### src/rtl/itu_pkg.sv
package itu_pkg;

   // Trigger-mode encoding; values 2 and 3 are reserved.
   typedef enum logic [2:0] {
      SM_OFF    = 3'd0,
      SM_DETACH = 3'd1,
      SM_RSV2   = 3'd2,
      SM_RSV3   = 3'd3,
      SM_RISE   = 3'd4,
      SM_FALL   = 3'd5,
      SM_HIGH   = 3'd6,
      SM_LOW    = 3'd7
   } src_mode_e;

   localparam int unsigned MODE_W = 3;

endpackage

### src/rtl/itu_idx_dec.sv
module itu_idx_dec #(
   parameter int unsigned NUM_SRC = 8,
   parameter int unsigned IDX_W   = 4
) (
   input  logic               valid_i,
   input  logic [IDX_W-1:0]   idx_i,
   output logic [NUM_SRC-1:0] hit_o
);

   if ((1 << IDX_W) <= NUM_SRC) begin : g_bad_w
      $error("itu_idx_dec: IDX_W too narrow for NUM_SRC");
   end

   for (genvar s = 0; s < NUM_SRC; s++) begin : g_hit
      assign hit_o[s] = valid_i && (idx_i == IDX_W'(s + 1));
   end

   // never more than one source selected; index 0 selects none
   always_comb begin
      r10_onehot_chk : assert ($onehot0(hit_o));
      if (valid_i && idx_i == '0) begin
         r10_zero_idx_chk : assert (hit_o == '0);
      end
   end

endmodule

### src/rtl/itu_src_slice.sv
module itu_src_slice
   import itu_pkg::*;
(
   input  logic              clk_i,
   input  logic              rst_ni,
   input  logic              dom_ie_i,
   input  logic              evt_hit_i,
   input  logic              evt_level_i,
   input  logic              cfg_hit_i,
   input  logic [MODE_W-1:0] cfg_mode_i,
   input  logic              cfg_deleg_i,
   input  logic              en_hit_i,
   input  logic              en_val_i,
   input  logic              claim_hit_i,
   output logic              pend_o,
   output logic              en_o,
   output logic              deliv_o,
   output logic              notify_o,
   output logic              err_o
);

   src_mode_e mode_q;
   logic      deleg_q;
   logic      pend_q;
   logic      en_q;
   logic      lvl_q;
   logic      deliv_d_q;
   logic      err_q;

   logic      accept_c;
   logic      set_c;
   logic      rsv_c;

   always_comb begin
      accept_c = evt_hit_i && dom_ie_i && !deleg_q;
      set_c    = 1'b0;
      rsv_c    = 1'b0;
      unique case (mode_q)
         SM_HIGH: set_c = evt_level_i;
         SM_LOW:  set_c = !evt_level_i;
         SM_RISE: set_c = evt_level_i && !lvl_q;
         SM_FALL: set_c = !evt_level_i && lvl_q;
         SM_RSV2,
         SM_RSV3: rsv_c = 1'b1;
         default: set_c = 1'b0;
      endcase
      set_c = set_c && accept_c;
      rsv_c = rsv_c && accept_c;
   end

   always_ff @(posedge clk_i or negedge rst_ni) begin
      if (!rst_ni) begin
         mode_q    <= SM_OFF;
         deleg_q   <= 1'b0;
         pend_q    <= 1'b0;
         en_q      <= 1'b0;
         lvl_q     <= 1'b0;
         deliv_d_q <= 1'b0;
         err_q     <= 1'b0;
      end else begin
         if (cfg_hit_i) begin
            mode_q  <= src_mode_e'(cfg_mode_i);
            deleg_q <= cfg_deleg_i;
         end
         if (accept_c) begin
            lvl_q <= evt_level_i;
         end
         pend_q    <= set_c || (pend_q && !claim_hit_i);
         if (en_hit_i && mode_q != SM_OFF) begin
            en_q <= en_val_i;
         end
         deliv_d_q <= en_q && pend_q;
         err_q     <= rsv_c;
      end
   end

   assign pend_o   = pend_q;
   assign en_o     = en_q;
   assign deliv_o  = en_q && pend_q;
   assign notify_o = deliv_o && !deliv_d_q;
   assign err_o    = err_q;


   ie_off_hold_chk : assert property (@(posedge clk_i) disable iff (!rst_ni)
      (!dom_ie_i && !claim_hit_i) |=> $stable(pend_q) && $stable(lvl_q));

   deleg_hold_chk : assert property (@(posedge clk_i) disable iff (!rst_ni)
      (deleg_q && !claim_hit_i) |=> $stable(pend_q) && $stable(lvl_q) && !err_q);

   off_no_set_chk : assert property (@(posedge clk_i) disable iff (!rst_ni)
      ((mode_q == SM_OFF || mode_q == SM_DETACH) && !pend_q) |=> !pend_q);

   rsv_err_chk : assert property (@(posedge clk_i) disable iff (!rst_ni)
      (evt_hit_i && dom_ie_i && !deleg_q && (mode_q == SM_RSV2 || mode_q == SM_RSV3))
      |=> err_q && (pend_q == $past(pend_q && !claim_hit_i)));

   lvl_high_chk : assert property (@(posedge clk_i) disable iff (!rst_ni)
      (evt_hit_i && dom_ie_i && !deleg_q && mode_q == SM_HIGH && evt_level_i) |=> pend_q);

   off_en_hold_chk : assert property (@(posedge clk_i) disable iff (!rst_ni)
      (mode_q == SM_OFF) |=> $stable(en_q));

   notify_pulse_chk : assert property (@(posedge clk_i) disable iff (!rst_ni)
      notify_o |=> !notify_o);

endmodule

### src/rtl/irq_trigger_unit.sv
module irq_trigger_unit
   import itu_pkg::*;
#(
   parameter int unsigned NUM_SRC = 8,
   parameter int unsigned IDX_W   = $clog2(NUM_SRC + 1)
) (
   input  logic               clk_i,
   input  logic               rst_ni,
   input  logic               dom_ie_i,
   input  logic               evt_valid_i,
   input  logic [IDX_W-1:0]   evt_idx_i,
   input  logic               evt_level_i,
   input  logic               cfg_we_i,
   input  logic [IDX_W-1:0]   cfg_idx_i,
   input  logic [MODE_W-1:0]  cfg_mode_i,
   input  logic               cfg_deleg_i,
   input  logic               en_we_i,
   input  logic [IDX_W-1:0]   en_idx_i,
   input  logic               en_val_i,
   input  logic               claim_i,
   input  logic [IDX_W-1:0]   claim_idx_i,
   output logic [NUM_SRC-1:0] pend_o,
   output logic [NUM_SRC-1:0] en_o,
   output logic [NUM_SRC-1:0] deliv_o,
   output logic [NUM_SRC-1:0] notify_o,
   output logic               err_o
);

   if (NUM_SRC < 1 || NUM_SRC > 1023) begin : g_bad_n
      $error("irq_trigger_unit: NUM_SRC out of range");
   end

   logic [NUM_SRC-1:0] evt_hit;
   logic [NUM_SRC-1:0] cfg_hit;
   logic [NUM_SRC-1:0] en_hit;
   logic [NUM_SRC-1:0] clm_hit;
   logic [NUM_SRC-1:0] err_v;

   itu_idx_dec #(.NUM_SRC(NUM_SRC), .IDX_W(IDX_W)) evt_dec_i (
      .valid_i(evt_valid_i), .idx_i(evt_idx_i), .hit_o(evt_hit));
   itu_idx_dec #(.NUM_SRC(NUM_SRC), .IDX_W(IDX_W)) cfg_dec_i (
      .valid_i(cfg_we_i), .idx_i(cfg_idx_i), .hit_o(cfg_hit));
   itu_idx_dec #(.NUM_SRC(NUM_SRC), .IDX_W(IDX_W)) en_dec_i (
      .valid_i(en_we_i), .idx_i(en_idx_i), .hit_o(en_hit));
   itu_idx_dec #(.NUM_SRC(NUM_SRC), .IDX_W(IDX_W)) clm_dec_i (
      .valid_i(claim_i), .idx_i(claim_idx_i), .hit_o(clm_hit));

   for (genvar s = 0; s < NUM_SRC; s++) begin : g_src
      itu_src_slice slice_i (
         .clk_i       (clk_i),
         .rst_ni      (rst_ni),
         .dom_ie_i    (dom_ie_i),
         .evt_hit_i   (evt_hit[s]),
         .evt_level_i (evt_level_i),
         .cfg_hit_i   (cfg_hit[s]),
         .cfg_mode_i  (cfg_mode_i),
         .cfg_deleg_i (cfg_deleg_i),
         .en_hit_i    (en_hit[s]),
         .en_val_i    (en_val_i),
         .claim_hit_i (clm_hit[s]),
         .pend_o      (pend_o[s]),
         .en_o        (en_o[s]),
         .deliv_o     (deliv_o[s]),
         .notify_o    (notify_o[s]),
         .err_o       (err_v[s])
      );
   end

   assign err_o = |err_v;

   // only the single addressed source can report an error
   err_onehot_chk : assert property (@(posedge clk_i) disable iff (!rst_ni)
      $onehot0(err_v));
   // with the domain disabled, no pending bit can rise
   ie_no_rise_chk : assert property (@(posedge clk_i) disable iff (!rst_ni)
      !dom_ie_i |=> ((pend_o & ~$past(pend_o)) == '0));
   // a notify only accompanies a deliverable source
   notify_deliv_chk : assert property (@(posedge clk_i) disable iff (!rst_ni)
      ((notify_o & ~deliv_o) == '0));

endmodule

### config.mk
export PLATFORM = sky130hd
export DESIGN_NAME = irq_trigger_unit
export DESIGN_NICKNAME = d
export VERILOG_FILES = /design/src/rtl/itu_pkg.sv /design/src/rtl/itu_idx_dec.sv /design/src/rtl/itu_src_slice.sv /design/src/rtl/irq_trigger_unit.sv
export SDC_FILE = /design/constraint.sdc
export NUM_CORES = 1
export LEC_CHECK = 0
export ABC_AREA = 1
export BUFFER_PORTS_ARGS = -buffer_cell sky130_fd_sc_hd__buf_4
export CAP_MARGIN = 30
export CELL_PAD_IN_SITES_DETAIL_PLACEMENT = 1
export CELL_PAD_IN_SITES_GLOBAL_PLACEMENT = 2
export CORE_MARGIN = 2
export CORE_UTILIZATION = 34
export CTS_CLUSTER_SIZE = 30
export DETAILED_ROUTE_END_ITERATION = 7
export GPL_ROUTABILITY_DRIVEN = 0
export PLACE_DENSITY = 0.86
export SYNTH_ARGS = -nofsm -noshare
export SYNTH_HDL_FRONTEND = slang
export SYNTH_SLANG_ARGS = --single-unit
### constraint.sdc
create_clock -name clk_i -period 2.1 [get_ports clk_i]
set_input_delay 0.315 -clock clk_i [delete_from_list [all_inputs] [get_ports clk_i]]
set_output_delay 0.315 -clock clk_i [all_outputs]
set_load 0.005 [all_outputs]
==> results_dict.tcl, run 1 <==
set metrics [dict create \
    outcome "completed" \
    floorplan.die.height_microns 107 \
    cts_buffer_depth 2 \
    grt_max_degree 38 \
    groute.usage.overall_pct 18.0 \
    power_density_nw_per_um2 863 \
    power.clock.fraction_pct 31.9 \
    wl_microns 9380 \
    static-leakage-power_nw 2.28 \
    cts_post_setup_buffers_inserted 0 \
    antenna-diode-count 0 \
    timing.max_slew.rel_slack_pct 65.1 \
    drt_iter0_markers 116 \
    syn_to_final_growth_pct 17.1 \
    worstSetupEndpointType "primary output" \
    synth_seq_cells 72 \
    finalCritPeriodShare_pct 76.7 \
    max_slew.worst_pin.slew_ps 524 \
    power.total_w 0.00362 \
    clock_tree_from_tritoncts "built" \
    startpoint "g_src[3].slice_i.err_o" \
    ys_warn_count 0 \
    grt_remaining_overflow 0 \
    cts_made_buffers 9 \
    slowest_stage_delay_cp_ps 400 \
    hp-class "in2reg" \
    die_w_microns 107 \
    fin_util_pct 40.8 \
    synth.yosys.seq_area_share_pct 50.3 \
    post-synth-top-area-cell "sky130_fd_sc_hd__dfrtp_1" \
    root_buffer "sky130_fd_sc_hd__clkbuf_8" \
    io-pin-count 62 \
    max_cap_violations 0 \
    ff2ff_setup_slack_ps 920 \
    arrival_ps 1300 \
    drt-pass1-iter-count 4 \
    post-dp-hpwl_microns 7440 \
    yosys-top-cells-area "sky130_fd_sc_hd__dfrtp_1 (50%), sky130_fd_sc_hd__nand2_1 (15%), sky130_fd_sc_hd__inv_1 (7.0%)" \
    post-route-min-period_ps 1610 \
    tritoncts_num_sinks 72 \
    crit_fanout 1 \
    comb_power_share_pct 19.1 \
    internal-power_w 0.00253 \
    synth.net_count 496 \
    clock_latency_ps 350 \
    antenna_found_initial 0 \
    cell_area_after_synthesis_sq_um 3580 \
    crit_slowest_cell "sky130_fd_sc_hd__dfrtp_1" \
    unrepaired_setup_endpoints_after_global_routing "false" \
    power.net_switching_w 0.00109 \
    setup_viol 0 \
    timing.critical_path.max_delay_family "flip-flops" \
    cell_by_cell_trace_of_the_critical_path "nor4_1, nand2_1, buf_4" \
    timing.final.hold_violations 0 \
    routed_via_density 4.64 \
    global_route_wire_length_before_repair_microns 15700 \
    htree_num_levels 3 \
    detail_route.wl_per_cell_microns 14.5 \
    timing.critical_path.from_type "flip-flop" \
    postCtsHoldBufs 1 \
    timing.clock.skew_ps 7.16 \
    hold_path.startpoint "cfg_deleg_i" \
    die_area_sq_um 11400 \
    vias_in_the_first_global_route 3101 \
    nNetsFinal 536 \
    start_util_pct 34.9 \
    sequentialPowerShare_pct 49.0 \
    synthDominantCellAreaShare_pct 50.3 \
    routed-via-count 3005 \
    core_area_sq_um 10300 \
    ir_worst_vdd_mv 0.258 \
    timing.critical_path.required_ps 1780 \
    netlist_instances 467 \
    ys_types 17 \
    timing_max_transition_violations_final 0 \
    cp_bufs_invs 1 \
    power.switching_fraction_pct 30.2 \
    floorplan_row_count 37 \
    post_cts_resized 0 \
    detail_route.drc_violations 0 \
    hold_depth 3 \
    worst_reg2reg_path_depth 5 \
    synth_area_per_cell_sq_um 7.67 \
    critical_path_class "reg2out" \
    worstSetupPathDepth 3 \
    placement.io_buffers 61 \
    clk_pin_slew_ps 80 \
    setup_total_negative_slack_ps 0 \
    max_freq_mhz 621 \
    r2r-start "g_src[5].slice_i.deleg_q" \
    ant_nets 0 \
    share_of_cells_above_drive_strength_1_pct 16.4 \
]
-- synth_stat cells --
| library cell | number |
|---|---|
| sky130_fd_sc_hd__nor3_1 | 4 |
| sky130_fd_sc_hd__inv_1 | 67 |
| sky130_fd_sc_hd__nor2_2 | 3 |
| sky130_fd_sc_hd__nand3b_1 | 2 |
| sky130_fd_sc_hd__buf_2 | 2 |
| sky130_fd_sc_hd__nand2_2 | 1 |
| sky130_fd_sc_hd__o21ai_0 | 48 |
| sky130_fd_sc_hd__dfrtp_1 | 72 |
| sky130_fd_sc_hd__nor2_4 | 3 |
| sky130_fd_sc_hd__nor4_1 | 2 |
| sky130_fd_sc_hd__buf_4 | 32 |
| sky130_fd_sc_hd__nand2_1 | 139 |
| sky130_fd_sc_hd__o21ai_1 | 2 |
| sky130_fd_sc_hd__nand4_1 | 9 |
| sky130_fd_sc_hd__nand3_2 | 1 |
| sky130_fd_sc_hd__nand3_1 | 28 |
| sky130_fd_sc_hd__nor2_1 | 52 |
-- cells in the final DEF (no fill, tap or decap), drive strengths merged --
cell type	n
buf	62
bufinv	1
clkbuf	13
clkinvlp	1
dfrtp	72
dlygate4sd3	1
inv	67
nand2	140
nand3	29
nand3b	2
nand4	9
nor2	58
nor3	4
nor4	2
o21ai	50
-- worst min-delay path: cells and delay by family --
kind | cells | cell delay [ps]
simple gates | 1 | 50
compound gates | 1 | 60
buf+inv | 1 | 100
-- cell type report --
cell class	count	area, sq um
inverter	67	251
sequential	72	1800
timing repair buffer	63	488
multi-input combinational	294	1280
fill	1309	6080
clock buffer	13	169
tap	136	170
clock inverter	2	37.5
-- per-layer routing --
metal  vias up  part of all wire (%)  track usage [%]
met5         -                     0                0
met2        76                    46             29.0
li1       1497                     -                -
met1      1425                    48             24.3
met4         0                   1.0             5.01
met3         7                   5.0             4.38
-- registers in the layout (all words and copies together) (netlist names) --
signal	cells
g_src.slice_i.deleg_q	8
g_src.slice_i.deliv_d_q	8
g_src.slice_i.en_o	8
g_src.slice_i.err_o	8
g_src.slice_i.lvl_q	8
g_src.slice_i.mode_q	24
g_src.slice_i.pend_o	8
-- cell families (layout without fill, tap and decap cells) --
group / after synthesis / count (layout) / share of synthesized area [%]
AOI/OAI and AO/OA: 50 / 50 / 6.98
buffers and inverters: 101 / 145 / 14.0
DFF: 72 / 72 / 50.3
and+or+nand+nor: 244 / 244 / 28.7
-- final timing paths --
path | endpoint
hold / removal | g_src[4].slice_i.deleg_q
setup / recovery | err_o
setup reg to reg | g_src[5].slice_i.pend_o
max in group asynchronous | g_src[1].slice_i.mode_q[0]
hold reg to reg | g_src[6].slice_i.err_o
min in group asynchronous | g_src[5].slice_i.en_o
-- power by group through the flow --
stage               clock network [W]  logic [W]  registers, W
finish                        0.00116   0.000691       0.00178
CTS                           0.00120   0.000705       0.00178
global route                  0.00126   0.000813       0.00181
detailed placement                  0   0.000701       0.00180
global placement                    0   0.000668       0.00179
floorplan                           0   0.000481       0.00175
-- stage by stage --
step | instances | setup slack [ps] | instance area [sq um] | hold WS (ps)
after floorplan | 467 | 1090 | 3580 | 19.4
after global placement | 631 | 839 | 3980 | 325
after detailed placement | 631 | 734 | 3980 | 330
after CTS | 647 | 433 | 4200 | 197
after global routing | 647 | 369 | 4200 | 219
final | 647 | 489 | 4200 | 213
Note: power is estimated with default switching activity, not from simulation.
==> inputs of run 2 (changes only) <==
--- a/config.mk
+++ b/config.mk
@@ -11,11 +11,11 @@
 export CELL_PAD_IN_SITES_DETAIL_PLACEMENT = 1
 export CELL_PAD_IN_SITES_GLOBAL_PLACEMENT = 2
 export CORE_MARGIN = 2
-export CORE_UTILIZATION = 34
+export CORE_UTILIZATION = 32
 export CTS_CLUSTER_SIZE = 30
 export DETAILED_ROUTE_END_ITERATION = 7
 export GPL_ROUTABILITY_DRIVEN = 0
-export PLACE_DENSITY = 0.86
+export PLACE_DENSITY = 0.82
 export SYNTH_ARGS = -nofsm -noshare
 export SYNTH_HDL_FRONTEND = slang
 export SYNTH_SLANG_ARGS = --single-unit
==> constraint.sdc (replaced) <==
create_clock -name clk_i -period 1.65 [get_ports clk_i]
set_input_delay 0.2475 -clock clk_i [delete_from_list [all_inputs] [get_ports clk_i]]
set_output_delay 0.2475 -clock clk_i [all_outputs]
set_load 0.005 [all_outputs]
==> results_dict.tcl, run 2 (synthesis gave the netlist of run 1 again) <==
set metrics [dict create \
    floorplan_row_count 38 \
    setup_viol 0 \
    tritoncts_num_sinks 72 \
    die_w_microns 110 \
    fin_area_sq_um 4210 \
    detail_route.wl_per_cell_microns 14.5 \
    nNetsFinal 539 \
    clock_latency_ps 350 \
    routed-via-count 3015 \
    floorplan.die.height_microns 110 \
    r2r-start "g_src[5].slice_i.deleg_q" \
    core_area_sq_um 10900 \
    post-route-min-period_ps 1550 \
    hp-class "in2reg" \
    slowest_stage_delay_cp_ps 370 \
    endpoint_of_the_worst_slack_reg_to_reg_timing_path "g_src[5].slice_i.pend_o" \
    layout_common_cells "sky130_fd_sc_hd__nand2_1 (139), sky130_fd_sc_hd__dfrtp_1 (72), sky130_fd_sc_hd__inv_1 (67)" \
    worst_reg2reg_path_depth 5 \
    timing.critical_path.required_ps 1400 \
    hold_path.startpoint "cfg_mode_i[1]" \
    clock_tree_from_tritoncts "built" \
    mostFrequentLayoutCell "sky130_fd_sc_hd__nand2_1" \
    io-pin-count 62 \
    ir_worst_vdd_mv 0.307 \
    syn_to_final_growth_pct 17.6 \
    critical_path_class "reg2out" \
    timing.critical_path.from_type "flip-flop" \
    clk_pin_slew_ps 70 \
    share_of_cells_above_drive_strength_1_pct 17.0 \
    static-leakage-power_nw 2.29 \
    worstSetupEndpointType "primary output" \
    cts_buffer_depth 2 \
    groute.usage.overall_pct 17.5 \
    crit_fanout 1 \
    drt-pass1-iter-count 4 \
    max_freq_mhz 646 \
    postPlaceCellArea_sq_um 4010 \
    global_route_wire_length_before_repair_microns 15900 \
    vias_in_the_first_global_route 3128 \
    detail_route.drc_violations 0 \
    htree_num_levels 3 \
    cell_by_cell_trace_of_the_critical_path "nor4_1, nand2_1, buf_4" \
    start_util_pct 32.9 \
    largest_register_ffs 24 \
    ff2ff_setup_slack_ps 470 \
    power_density_nw_per_um2 1090 \
    placement.io_buffers 61 \
    grt_max_degree 37 \
    crit_slowest_cell "sky130_fd_sc_hd__dfrtp_1" \
    wl_microns 9500 \
    cts_made_buffers 9 \
    min_delay_worst_endpoint "g_src[5].slice_i.mode_q[1]" \
    timing.max_slew.rel_slack_pct 66.7 \
    largest-register "g_src.slice_i.mode_q" \
    max_slew.worst_pin.slew_ps 500 \
    timing.final.hold_violations 0 \
    antenna-diode-count 0 \
    hold_depth 3 \
    ant_nets 0 \
    root_buffer "sky130_fd_sc_hd__clkbuf_8" \
    timing.clock.skew_ps 7.65 \
    unrepaired_setup_endpoints_after_global_routing "false" \
    arrival_ps 1300 \
    max_cap_violations 0 \
    drt_iter0_markers 74 \
    antenna_found_initial 0 \
    grt_remaining_overflow 0 \
    die_area_sq_um 12100 \
    timing_max_transition_violations_final 0 \
    post_cts_resized 0 \
    finalCritPeriodShare_pct 93.8 \
    post-dp-hpwl_microns 7670 \
    routed_via_density 4.62 \
    setup_total_negative_slack_ps 0 \
    outcome "completed" \
]
[run 2: cell types whose count changed in the layout (fill, tap and decap cells not counted)]
| cell | before | now |
|---|---|---|
| sky130_fd_sc_hd__buf_4 | 61 | 64 |
| sky130_fd_sc_hd__clkbuf_1 | 1 | 0 |
| sky130_fd_sc_hd__clkbuf_8 | 12 | 11 |
| sky130_fd_sc_hd__clkinv_2 | 0 | 1 |
[run 2: area by class of cell]
type / count / area (sq um)
clock inverters: 3 / 42.5
clock buffers: 11 / 151
well taps: 140 / 175
inverters: 67 / 251
multi-input cells: 294 / 1280
repair buffers: 66 / 510
flip-flops and latches: 72 / 1800
fillers: 1357 / 6680
[run 2: critical path: cells and delay by family (launching register included)]
family,cells,cell delay [ps]
AND/OR/NAND/NOR,2,430
buffers and inverters,1,150
flip-flops,1,370
[run 2: where the power goes]
group | internal, W | switching, W | total (W)
clock network | 0.000762 | 0.000673 | 0.00144
registers | 0.00205 | 0.000210 | 0.00226
logic | 0.000359 | 0.000530 | 0.000889
[run 2: worst max path at each step]
stage / startpoint / to / slack [ps] / cells past startpoint
CTS: g_src[1].slice_i.err_o / err_o / 50 / 3
global route: g_src[1].slice_i.err_o / err_o / 20 / 3
finish: g_src[1].slice_i.err_o / err_o / 100 / 3
detailed placement: cfg_idx_i[3] / g_src[0].slice_i.mode_q[0] / 390 / 4
floorplan: evt_level_i / g_src[2].slice_i.pend_o / 710 / 7
global placement: cfg_idx_i[3] / g_src[0].slice_i.deleg_q / 450 / 5
[run 2: metrics by stage]
| stage | total power, W | hold slack [ps] | setup slack (ps) | util [%] | std cells |
|---|---|---|---|---|---|
| floorplan | 0.00283 | -48.1 | 709 | - | 467 |
| global placement | 0.00316 | 251 | 450 | 36.8 | 638 |
| detailed placement | 0.00320 | 252 | 394 | 36.8 | 638 |
| CTS | 0.00466 | 131 | 50.7 | 38.7 | 653 |
| global route | 0.00491 | 145 | 22.1 | 38.7 | 653 |
| finish | 0.00458 | 143 | 103 | 38.7 | 653 |
[run 2: layer usage]
layer  track usage [%]  up-vias  share of wire [%]
li1                  -     1504                  -
met1              24.2     1430                 49
met2              27.8       67                 45
met3              2.67       14                4.6
met4              6.24        0                1.6
met5                 0        -                  0
[run 2: timing repair]
action                    in CTS  in global routing
buffers inserted               0                  0
hold buffers                   1                  0
hold endpoints to repair      32                  0
==> inputs of run 3 (changes only) <==
--- a/config.mk
+++ b/config.mk
@@ -8,14 +8,13 @@
 export ABC_AREA = 1
 export BUFFER_PORTS_ARGS = -buffer_cell sky130_fd_sc_hd__buf_4
 export CAP_MARGIN = 30
-export CELL_PAD_IN_SITES_DETAIL_PLACEMENT = 1
-export CELL_PAD_IN_SITES_GLOBAL_PLACEMENT = 2
 export CORE_MARGIN = 2
-export CORE_UTILIZATION = 32
+export CORE_UTILIZATION = 55
 export CTS_CLUSTER_SIZE = 30
 export DETAILED_ROUTE_END_ITERATION = 7
 export GPL_ROUTABILITY_DRIVEN = 0
-export PLACE_DENSITY = 0.82
+export HOLD_SLACK_MARGIN = 0.1
+export PLACE_DENSITY = 0.81
 export SYNTH_ARGS = -nofsm -noshare
 export SYNTH_HDL_FRONTEND = slang
 export SYNTH_SLANG_ARGS = --single-unit
==> results_dict.tcl, run 3 (synthesis gave the netlist of run 1 again) <==
set metrics [dict create \
    r2r-start "g_src[0].slice_i.deleg_q" \
    startpoint "g_src[5].slice_i.err_o" \
    start_util_pct 56.8 \
    post-route-min-period_ps 1520 \
    postCtsHoldBufs 1 \
    ff2ff_setup_slack_ps 560 \
    sequentialPowerShare_pct 50.9 \
    floorplan_row_count 29 \
    floorplan.die.height_microns 84.7 \
    placement.io_buffers 61 \
    grt_max_degree 44 \
    power_density_nw_per_um2 1080 \
    nNetsFinal 537 \
    worst_reg2reg_path_depth 4 \
    hold_depth 3 \
    antenna_found_initial 0 \
    antenna-diode-count 0 \
    power.switching_fraction_pct 29.8 \
    arrival_ps 1270 \
    routed-via-count 2998 \
    internal-power_w 0.00311 \
    timing.clock.skew_ps 4.70 \
    global_route_wire_length_before_repair_microns 13400 \
    detail_route.drc_violations 0 \
    max_freq_mhz 659 \
    mostFrequentLayoutCell "sky130_fd_sc_hd__nand2_1" \
    drt_iter0_markers 181 \
    max_slew.worst_pin.slew_ps 433 \
    detail_route.wl_per_cell_microns 13.3 \
    clock_tree_from_tritoncts "built" \
    hp-class "in2reg" \
    max_cap_violations 0 \
    setup_viol 0 \
    postPlaceCellArea_sq_um 3920 \
    ir_worst_vdd_mv 0.640 \
    cts_post_setup_buffers_inserted 0 \
    comb_power_share_pct 19.4 \
    post-dp-hpwl_microns 6070 \
    root_buffer "sky130_fd_sc_hd__clkbuf_8" \
    fin_area_sq_um 4120 \
    cts_made_buffers 9 \
    share_of_cells_above_drive_strength_1_pct 16.8 \
    routed_via_density 5.09 \
    core_area_sq_um 6310 \
    static-leakage-power_nw 2.29 \
    endpoint_of_the_worst_slack_reg_to_reg_timing_path "g_src[0].slice_i.pend_o" \
    timing.max_slew.rel_slack_pct 71.0 \
    hold_path.startpoint "cfg_deleg_i" \
    groute.usage.overall_pct 24.0 \
    crit_fanout 1 \
    timing_max_transition_violations_final 0 \
    cts_buffer_depth 2 \
    post_cts_resized 0 \
    critical_path_class "reg2out" \
    largest-register "g_src.slice_i.mode_q" \
    final.fill_count 521 \
    power.net_switching_w 0.00132 \
    unrepaired_setup_endpoints_after_global_routing "false" \
    io-pin-count 62 \
    timing.final.hold_violations 0 \
    grt_remaining_overflow 0 \
    layout_common_cells "sky130_fd_sc_hd__nand2_1 (139), sky130_fd_sc_hd__dfrtp_1 (72), sky130_fd_sc_hd__inv_1 (67)" \
    setup_total_negative_slack_ps 0 \
    htree_num_levels 3 \
    outcome "completed" \
    worstSetupEndpointType "primary output" \
    timing.critical_path.from_type "flip-flop" \
    finalCritPeriodShare_pct 91.9 \
    wl_microns 7820 \
    clock_latency_ps 340 \
    tritoncts_num_sinks 72 \
    ant_nets 0 \
    clk_pin_slew_ps 70 \
    die_area_sq_um 7180 \
    min_delay_worst_endpoint "g_src[5].slice_i.deleg_q" \
    die_w_microns 84.7 \
    timing.critical_path.required_ps 1400 \
    largest_register_ffs 24 \
    vias_in_the_first_global_route 2813 \
    power.clock.fraction_pct 29.7 \
    syn_to_final_growth_pct 14.9 \
    drt-pass1-iter-count 5 \
]
==> run 3: final cells by class <==
| type | count | area (sq um) | share of cell area [%] |
|---|---|---|---|
| clock buffer | 13 | 179 | 4.35 |
| clock inverter | 2 | 12.5 | 0.304 |
| inverter | 67 | 251 | 6.11 |
| multi-input combinational | 294 | 1280 | 31.1 |
| sequential | 72 | 1800 | 43.8 |
| tap | 77 | 96.3 | 2.34 |
| timing repair buffer | 64 | 495 | 12.0 |
==> run 3: worst max-delay path by stage <==
stage	endpoint	slack, ps	cells after the start
global placement	err_o	480	3
detailed placement	g_src[0].slice_i.mode_q[1]	450	4
floorplan	g_src[2].slice_i.pend_o	710	7
CTS	err_o	120	3
finish	err_o	130	3
global route	err_o	60	3
==> run 3: power groups by stage <==
| stage | sequential (W) | combinational (W) | clock, W |
|---|---|---|---|
| final | 0.00225 | 0.000857 | 0.00132 |
| after detailed placement | 0.00228 | 0.000853 | 0 |
| after CTS | 0.00225 | 0.000862 | 0.00134 |
| after global routing | 0.00229 | 0.00101 | 0.00142 |
| after global placement | 0.00227 | 0.000820 | 0 |
| after floorplan | 0.00222 | 0.000612 | 0 |
==> run 3: critical path, stage by stage, from the launching register on <==
cell and delay, ps:
sky130_fd_sc_hd__dfrtp_1 360, sky130_fd_sc_hd__nor4_1 320, sky130_fd_sc_hd__nand2_1 100, sky130_fd_sc_hd__buf_4 150
==> run 3: metrics by stage <==
stage	worst slack, ps	instances	hold WS, ps	total power, W	util (%)
after floorplan	709	467	-48.1	0.00283	-
after global placement	477	573	121	0.00309	62.0
after detailed placement	450	573	124	0.00313	62.0
after CTS	122	589	128	0.00445	65.2
after global routing	56.8	589	149	0.00472	65.2
final	133	589	138	0.00443	65.2
==> run 3: routing by layer <==
layer	track usage [%]	share of wire [%]	vias to the layer above
li1	-	-	1505
met1	33.9	46	1366
met2	37.2	46	116
met3	4.62	6.8	11
met4	9.24	1.7	0
met5	0	0	-
